--- src/rtl/dcp_pkg.sv ---
package dcp_pkg;

  typedef enum logic [1:0] {
    COMP_Y    = 2'd0,
    COMP_CB   = 2'd1,
    COMP_CR   = 2'd2,
    COMP_NONE = 2'd3
  } comp_e;

  localparam int unsigned NUM_COMP    = 3;
  localparam int unsigned LUMA_BLOCKS = 4;
  localparam int          MID_DC      = 128 * 8;

  // block position to colour component
  function automatic comp_e comp_of(input logic [2:0] idx);
    if (32'(idx) < LUMA_BLOCKS)              return COMP_Y;
    else if (32'(idx) == LUMA_BLOCKS)        return COMP_CB;
    else if (32'(idx) == LUMA_BLOCKS + 1)    return COMP_CR;
    else                                     return COMP_NONE;
  endfunction

  // first block of its component inside a macroblock
  function automatic logic opens_comp(input logic [2:0] idx);
    return (idx == 3'd0) || (32'(idx) == LUMA_BLOCKS) || (32'(idx) == LUMA_BLOCKS + 1);
  endfunction

endpackage

--- src/rtl/dcp_addr_hist.sv ---
module dcp_addr_hist #(
  parameter int ADDR_W = 11
) (
  input  logic              clk,
  input  logic              rst,
  input  logic              slice_start,
  input  logic              mb_close,
  input  logic [ADDR_W-1:0] mb_addr,
  output logic              fresh
);
  logic              hist_ok;
  logic [ADDR_W-1:0] last_addr;
  logic [ADDR_W-1:0] gap;

  always_ff @(posedge clk) begin
    if (rst) begin
      hist_ok   <= 1'b0;
      last_addr <= '0;
    end else begin
      if (mb_close) begin
        last_addr <= mb_addr;
        hist_ok   <= 1'b1;
      end
      if (slice_start) hist_ok <= 1'b0;
    end
  end

  always_comb begin
    gap   = mb_addr - last_addr;
    fresh = !hist_ok || (gap > ADDR_W'(1));
  end
endmodule

--- src/rtl/dcp_pred_bank.sv ---
module dcp_pred_bank #(
  parameter int DC_W      = 14,
  parameter int NUM       = 3,
  parameter int RESET_VAL = 1024
) (
  input  logic                   clk,
  input  logic                   rst,
  input  logic                   wr_en,
  input  logic [1:0]             wr_sel,
  input  logic signed [DC_W-1:0] wr_data,
  input  logic [1:0]             rd_sel,
  output logic signed [DC_W-1:0] rd_data
);
  logic signed [DC_W-1:0] pred_q [NUM];

  for (genvar c = 0; c < NUM; c++) begin : g_pred
    always_ff @(posedge clk) begin
      if (rst)                              pred_q[c] <= DC_W'(RESET_VAL);
      else if (wr_en && wr_sel == 2'(c))    pred_q[c] <= wr_data;
    end
  end

  always_comb begin
    rd_data = pred_q[0];
    for (int c = 1; c < NUM; c++)
      if (rd_sel == 2'(c)) rd_data = pred_q[c];
  end
endmodule

--- src/rtl/intra_dc_recon.sv ---
module intra_dc_recon
  import dcp_pkg::*;
#(
  parameter int ADDR_W = 11,
  parameter int DIFF_W = 9,
  parameter int DC_W   = 14
) (
  input  logic                     clk,
  input  logic                     rst,
  input  logic                     slice_start,
  input  logic                     blk_valid,
  input  logic                     blk_intra,
  input  logic [2:0]               blk_idx,
  input  logic [ADDR_W-1:0]        mb_addr,
  input  logic signed [DIFF_W-1:0] dc_diff,
  output logic                     out_valid,
  output logic signed [DC_W-1:0]   out_dc
);
  localparam int                     SCALE_SH = 3;
  localparam logic signed [DC_W-1:0] BASE_VAL = DC_W'(MID_DC);

  function automatic logic signed [DC_W-1:0] dc_add(
    input logic signed [DC_W-1:0]   base,
    input logic signed [DIFF_W-1:0] d
  );
    logic signed [DC_W-1:0] ext;
    ext = DC_W'(d);
    return base + (ext <<< SCALE_SH);
  endfunction

  comp_e                  comp_sel;
  logic                   blk_fire;
  logic                   first_blk;
  logic                   fresh;
  logic                   use_base;
  logic                   mb_close;
  logic signed [DC_W-1:0] pred_rd;
  logic signed [DC_W-1:0] recon;

  always_comb begin
    comp_sel  = comp_of(blk_idx);
    blk_fire  = blk_valid && blk_intra && (comp_sel != COMP_NONE);
    first_blk = opens_comp(blk_idx);
    use_base  = first_blk && fresh;
    mb_close  = blk_fire && (comp_sel == COMP_CR);
    recon     = dc_add(use_base ? BASE_VAL : pred_rd, dc_diff);
  end

  dcp_addr_hist #(.ADDR_W(ADDR_W)) u_hist (
    .clk         (clk),
    .rst         (rst),
    .slice_start (slice_start),
    .mb_close    (mb_close),
    .mb_addr     (mb_addr),
    .fresh       (fresh)
  );

  dcp_pred_bank #(.DC_W(DC_W), .NUM(NUM_COMP), .RESET_VAL(MID_DC)) u_bank (
    .clk     (clk),
    .rst     (rst),
    .wr_en   (blk_fire),
    .wr_sel  (comp_sel),
    .wr_data (recon),
    .rd_sel  (comp_sel),
    .rd_data (pred_rd)
  );

  always_ff @(posedge clk) begin
    if (rst) begin
      out_valid <= 1'b0;
      out_dc    <= '0;
    end else begin
      out_valid <= blk_fire;
      if (blk_fire) out_dc <= recon;
    end
  end
endmodule

--- config.mk ---
export PLATFORM = sky130hd
export DESIGN_NAME = intra_dc_recon
export DESIGN_NICKNAME = d
export VERILOG_FILES = /design/src/rtl/dcp_pkg.sv /design/src/rtl/dcp_addr_hist.sv /design/src/rtl/dcp_pred_bank.sv /design/src/rtl/intra_dc_recon.sv
export SDC_FILE = /design/constraint.sdc
export NUM_CORES = 1
export LEC_CHECK = 0
export BUFFER_PORTS_ARGS = -buffer_cell sky130_fd_sc_hd__buf_2
export CAP_MARGIN = 10
export CELL_PAD_IN_SITES_DETAIL_PLACEMENT = 1
export CELL_PAD_IN_SITES_GLOBAL_PLACEMENT = 1
export CORE_UTILIZATION = 25
export DETAILED_ROUTE_END_ITERATION = 8
export HOLD_SLACK_MARGIN = 0.02
export PLACE_DENSITY = 0.47
export SYNTH_ARGS = -nofsm -noshare
export SYNTH_HDL_FRONTEND = slang
export SYNTH_SLANG_ARGS = --single-unit
export TNS_END_PERCENT = 30
--- constraint.sdc ---
create_clock -name clk -period 8.5 [get_ports clk]
set_clock_uncertainty 0.1 [all_clocks]
set_input_delay 1.275 -clock clk [delete_from_list [all_inputs] [get_ports clk]]
set_output_delay 1.275 -clock clk [all_outputs]
set_load 0.02 [all_outputs]
Word level (Yosys, flattened, before mapping)
Memory sizes are Yosys's and may differ from the RTL's.
Index checks and enable logic that the tools add are counted.
{ "totals": {"ff_bits": 27, "mem_bits_rw": 42, "input_bits": 28, "elab_cells": 50, "memories": 1} }
{ "classes": {"n_addsub": 2, "n_lt_le_gt_ge": 2, "eq_ne": 5, "n_mux": 20, "n_bitwise": 3, "n_reduce_logical": 13} }
{ "memory_table": {"columns": ["name", "depth", "width", "rd", "rd_ports_with_merged_regs", "write_ports", "line_no", "rtl"], "rows": [
  ["u_bank.pred_q", 3, 14, 3, 0, 3, "dcp_pred_bank.sv:14", "logic signed [DC_W-1:0] pred_q [NUM];"]
]} }
{ "op_table": {"columns": ["cell", "count"], "rows": [
  ["$mux W14", 6],
  ["$add A14 B12 Y14", 1],
  ["$mux W1", 12],
  ["$gt A11 B1 Y1 const B", 1],
  ["$sub A11 B11 Y11", 1],
  ["$eq A3 B3 Y1 const B", 2],
  ["$logic_and A1 B1 Y1", 6],
  ["$mux W2", 2],
  ["$logic_not A3 Y1", 1],
  ["$logic_or A1 B1 Y1", 3],
  ["$lt A3 B3 Y1 const B", 1],
  ["$or A1 B1 Y1", 3],
  ["$eq A2 B1 Y1 const B", 1],
  ["$eq A2 B2 Y1 const B", 1],
  ["$logic_not A2 Y1", 1],
  ["$ne A2 B2 Y1 const B", 1],
  ["$reduce_or A2 Y1", 1],
  ["$logic_not A1 Y1", 1]
]} }

Longest topological paths before layout
{ "depth": {"ltp_word": 11, "ltp_mapped": 23} }

Hierarchy
Synthesis repeated with hierarchy kept, for this count alone.
{ "unflattened": {"cells_unflattened": 422, "area_unflattened_um2": 4210.3} }
{ "by_module_without_submodules": {"columns": ["mod", "n_inst", "cells_per_inst", "area_per_inst_um2"], "rows": [
  ["dcp_pred_bank", 1, 160, 2103.3],
  ["intra_dc_recon", 1, 156, 1196.1],
  ["dcp_addr_hist", 1, 106, 910.9]
]} }

Worst setup path after synthesis
No wires, ideal clock.
{ "synth_timing": {"path_type": "input -> register", "from": "input port mb_addr[0]", "to": "memory u_bank.pred_q[0][13], data pin", "arrival_time_ns": 5.204, "required_ns": 8.131, "path_slack_ns": 2.927, "path_stages": 23, "path_buffers": 1, "cell_sequence": "inv_1 > ha_1 > inv_1 > fa_1 > a21o_1 > a21o_1 > a2111oi_0 > nor2_1 > xnor2_1 > a41oi_2 > buf_2 > a211oi_1 > ha_1 > inv_1 > fa_1 > nor2b_1 > o31ai_1 > a21oi_1 > or4_1 > o211ai_1 > nor2_1 > nand2b_1 > a21oi_1"} }
{ "synth_rtl": {"columns": ["element", "line_no", "rtl"], "rows": [
  ["from (decl)", "intra_dc_recon.sv:14", "input logic [ADDR_W-1:0] mb_addr,"],
  ["to (decl)", "dcp_pred_bank.sv:14", null]
]} }

==> impl_metrics.toml <==
[grt]
grt_usage = 0.142
grt_antenna_before_repair = 0
grt_pass1_vias = 3119
grt_busiest_layer = "met2"
grt_remaining_overflow = 0
grt_max_degree = 35
gr-usage-met1 = 0.167
met3_usage = 0.0441
grt_pass1_wl_um = 16900
grt.met2_usage = 0.253

[setup_path]
critPathCaptureType = "register"
cp.required_ns = 8.46
cp-startpoint = "mb_addr[0]"
cp_data_arrival_time_ns = 5.99
rr_startpoint = "u_hist.last_addr[0]"
path_class = "primary input to register"
critPathMaxFanout = 17
start_kind = "primary input"

[power]
vdd_drop_max_mv = 0.105
power.leakage_nw = 1.77
p_per_area_nw_per_um2 = 201
power_mw = 0.903

[placed_design]
gp_congestion = 0.720
io_buffers = 42
place_ws_ns = 2.05
dpl.hpwl_um = 7380
placedCellCount = 610
dpl_cell_area_sq_um = 4180

[routing]
dr.pass1.iters = 6
vias = 2947
drt-vias-per-instance = 4.71
wl_um = 10500
ant_nets = 0
avgRoutedWirePerCell_um = 16.8
drc = 6
drt_iter0_drc = 130

[cells_and_area]
stdcell_count = 626
fin_area_sq_um = 4480
fin_nets = 487
antenna_cells = 0
fin_util = 0.306
area_growth_syn_to_layout_pct = 18.2
fillers = 1673
drive_gt1_frac = 0.152

[clock_network]
path_clk_slew_ns = 0.06
cts_tree = "built"
clockRootBuffer = "clkbuf_16"
h-tree-depth = 3
numCtsBuffers = 9
cts_resized = 0
cts.sinks = 69
clk_latency_ns = 0.34
post-cts-setup-buffers = 0
cts_buffer_depth = 2
ctsHoldBuffers = 0

[floorplan]
ios = 43
core_sq_um = 14600
die_w_um = 125
die_height_um = 125
start_util = 0.259
die-area_sq_um = 15700
rows = 44

[logic_synthesis]
synth_seq_cells = 69
yosysWarnings = 0
synth.largest_area_cell = "edfxtp_1"
syn-num-nets = 450
avgSynthCellArea_sq_um = 9.48
ys_async_sr_fraction = 0
syn-cell-area_sq_um = 3790
synth_edf_count = 42
yosys_most_used_dff = "edfxtp_1"
synth_area_leaders = "edfxtp_1, dfxtp_1, nor2_1"
synthCells = 400
yosysSeqAreaShare = 0.475
yosys.cell_types.count = 45
yosysTopAreaCellShare = 0.333

[outcome]
status = "finished with violations"
violations = "DRC"

[sta]
setup-violations-final = 0
setup_ws_ns = 2.47
layout_min_cycle_time_ns = 6.03
tightest_slew_ns = 0.909
fin_crit_sh = 0.710
fmax_mhz = 166
whs_ns = 0.357
slew_headroom = 0.394
finalMaxSlewViolations = 0
hold_viol_final = 0
rsz0062_at_grt = "no"
fin_setup_tns_ns = 0

[hold_path]
hold_class = "register to register"
holdCritStartpoint = "u_hist.last_addr[8]"

[run]
cap_violations = 0
[metal layers]
layer	share of wire	routed length [um]	up-vias
met4	0.0082	86	0
li1	-	-	1488
met5	0	0	-
met3	0.035	371	9
met2	0.50	5250	31
met1	0.46	4790	1419
[placed cells by master (no fill, tap or decap), types with 3 or more instances in the layout]
cell type	n
inv_1	21
edfxtp_1	42
mux2i_1	16
a211o_1	6
buf_2	42
and3_1	3
nor2_1	74
nor3_1	5
a21o_1	8
nand2b_1	9
ha_1	20
xnor2_1	8
o21ai_0	8
nor2b_1	5
o21ai_1	4
or3_1	4
o21a_1	5
a31oi_1	4
nand3_1	3
clkbuf_16	9
xor2_1	5
nand3b_1	5
a21oi_1	31
a211oi_1	11
dfxtp_1	27
nand2_1	35
[layout make-up]
type	instances	area, sq um	area share
multi-input cells	293	1850	0.414
flip-flops and latches	69	1800	0.402
well taps	184	230	0.0514
clock buffers	9	225	0.0503
repair buffers	43	218	0.0486
inverters	21	78.8	0.0176
clock inverters	7	73.8	0.0165
[synth_stat cells (all sizes together), types with 3 or more instances]
cell type / number
a211o: 6
a211oi: 11
a21o: 8
a21oi: 31
a31oi: 4
and3: 3
clkbuf: 16
dfxtp: 27
edfxtp: 42
ha: 20
inv: 21
mux2i: 16
nand2: 35
nand2b: 9
nand3: 3
nand3b: 5
nor2: 74
nor2b: 5
nor3: 5
o21a: 5
o21ai: 12
or2: 3
or3: 4
xnor2: 8
xor2: 5
[kinds of logic after synthesis]
kind of cell / count (synthesis) / synth area share
simple gates: 151 / 0.179
flops: 69 / 0.475
xor+xnor: 13 / 0.0300
mux: 17 / 0.0452
compound gates: 90 / 0.156
fa+ha+maj: 22 / 0.0765
buf+inv: 38 / 0.0379
[final timing paths]
path                                to  slack [ns]  cells past startpoint
hold reg to reg    u_hist.last_addr[8]        0.36                      2
hold / removal     u_hist.last_addr[8]        0.36                      2
setup / recovery  u_bank.pred_q[1][13]        2.47                     23
setup reg to reg  u_bank.pred_q[1][13]        3.21                     21
[registers in the layout, indices dropped and copies added (netlist names)]
signal            flops
u_bank.pred_q        42
out_valid             1
u_hist.hist_ok        1
out_dc               14
u_hist.last_addr     11
[where the power goes]
group / total [mW] / switching, mW / internal, mW
registers: 0.375 / 0.00517 / 0.370
logic: 0.140 / 0.0894 / 0.0508
clock network: 0.388 / 0.159 / 0.229
total: 0.903 / 0.254 / 0.649
[critical path, cell delays in order]
cell and delay (ns):
buf_2 0.10, inv_1 0.05, ha_1 0.16, inv_1 0.06
fa_1 0.42, a21o_1 0.21, a21o_1 0.17, a2111oi_0 0.38
nor2_1 0.10, xnor2_1 0.15, a41oi_2 0.75, a211oi_1 0.09
ha_1 0.24, inv_1 0.07, fa_1 0.20, nor2b_1 0.07
o31ai_1 0.37, a21oi_1 0.15, or4_1 0.48, o211ai_1 0.18
nor2_1 0.10, nand2b_1 0.12, a21oi_1 0.08
No activity file was read; power rests on OpenSTA's default activity.
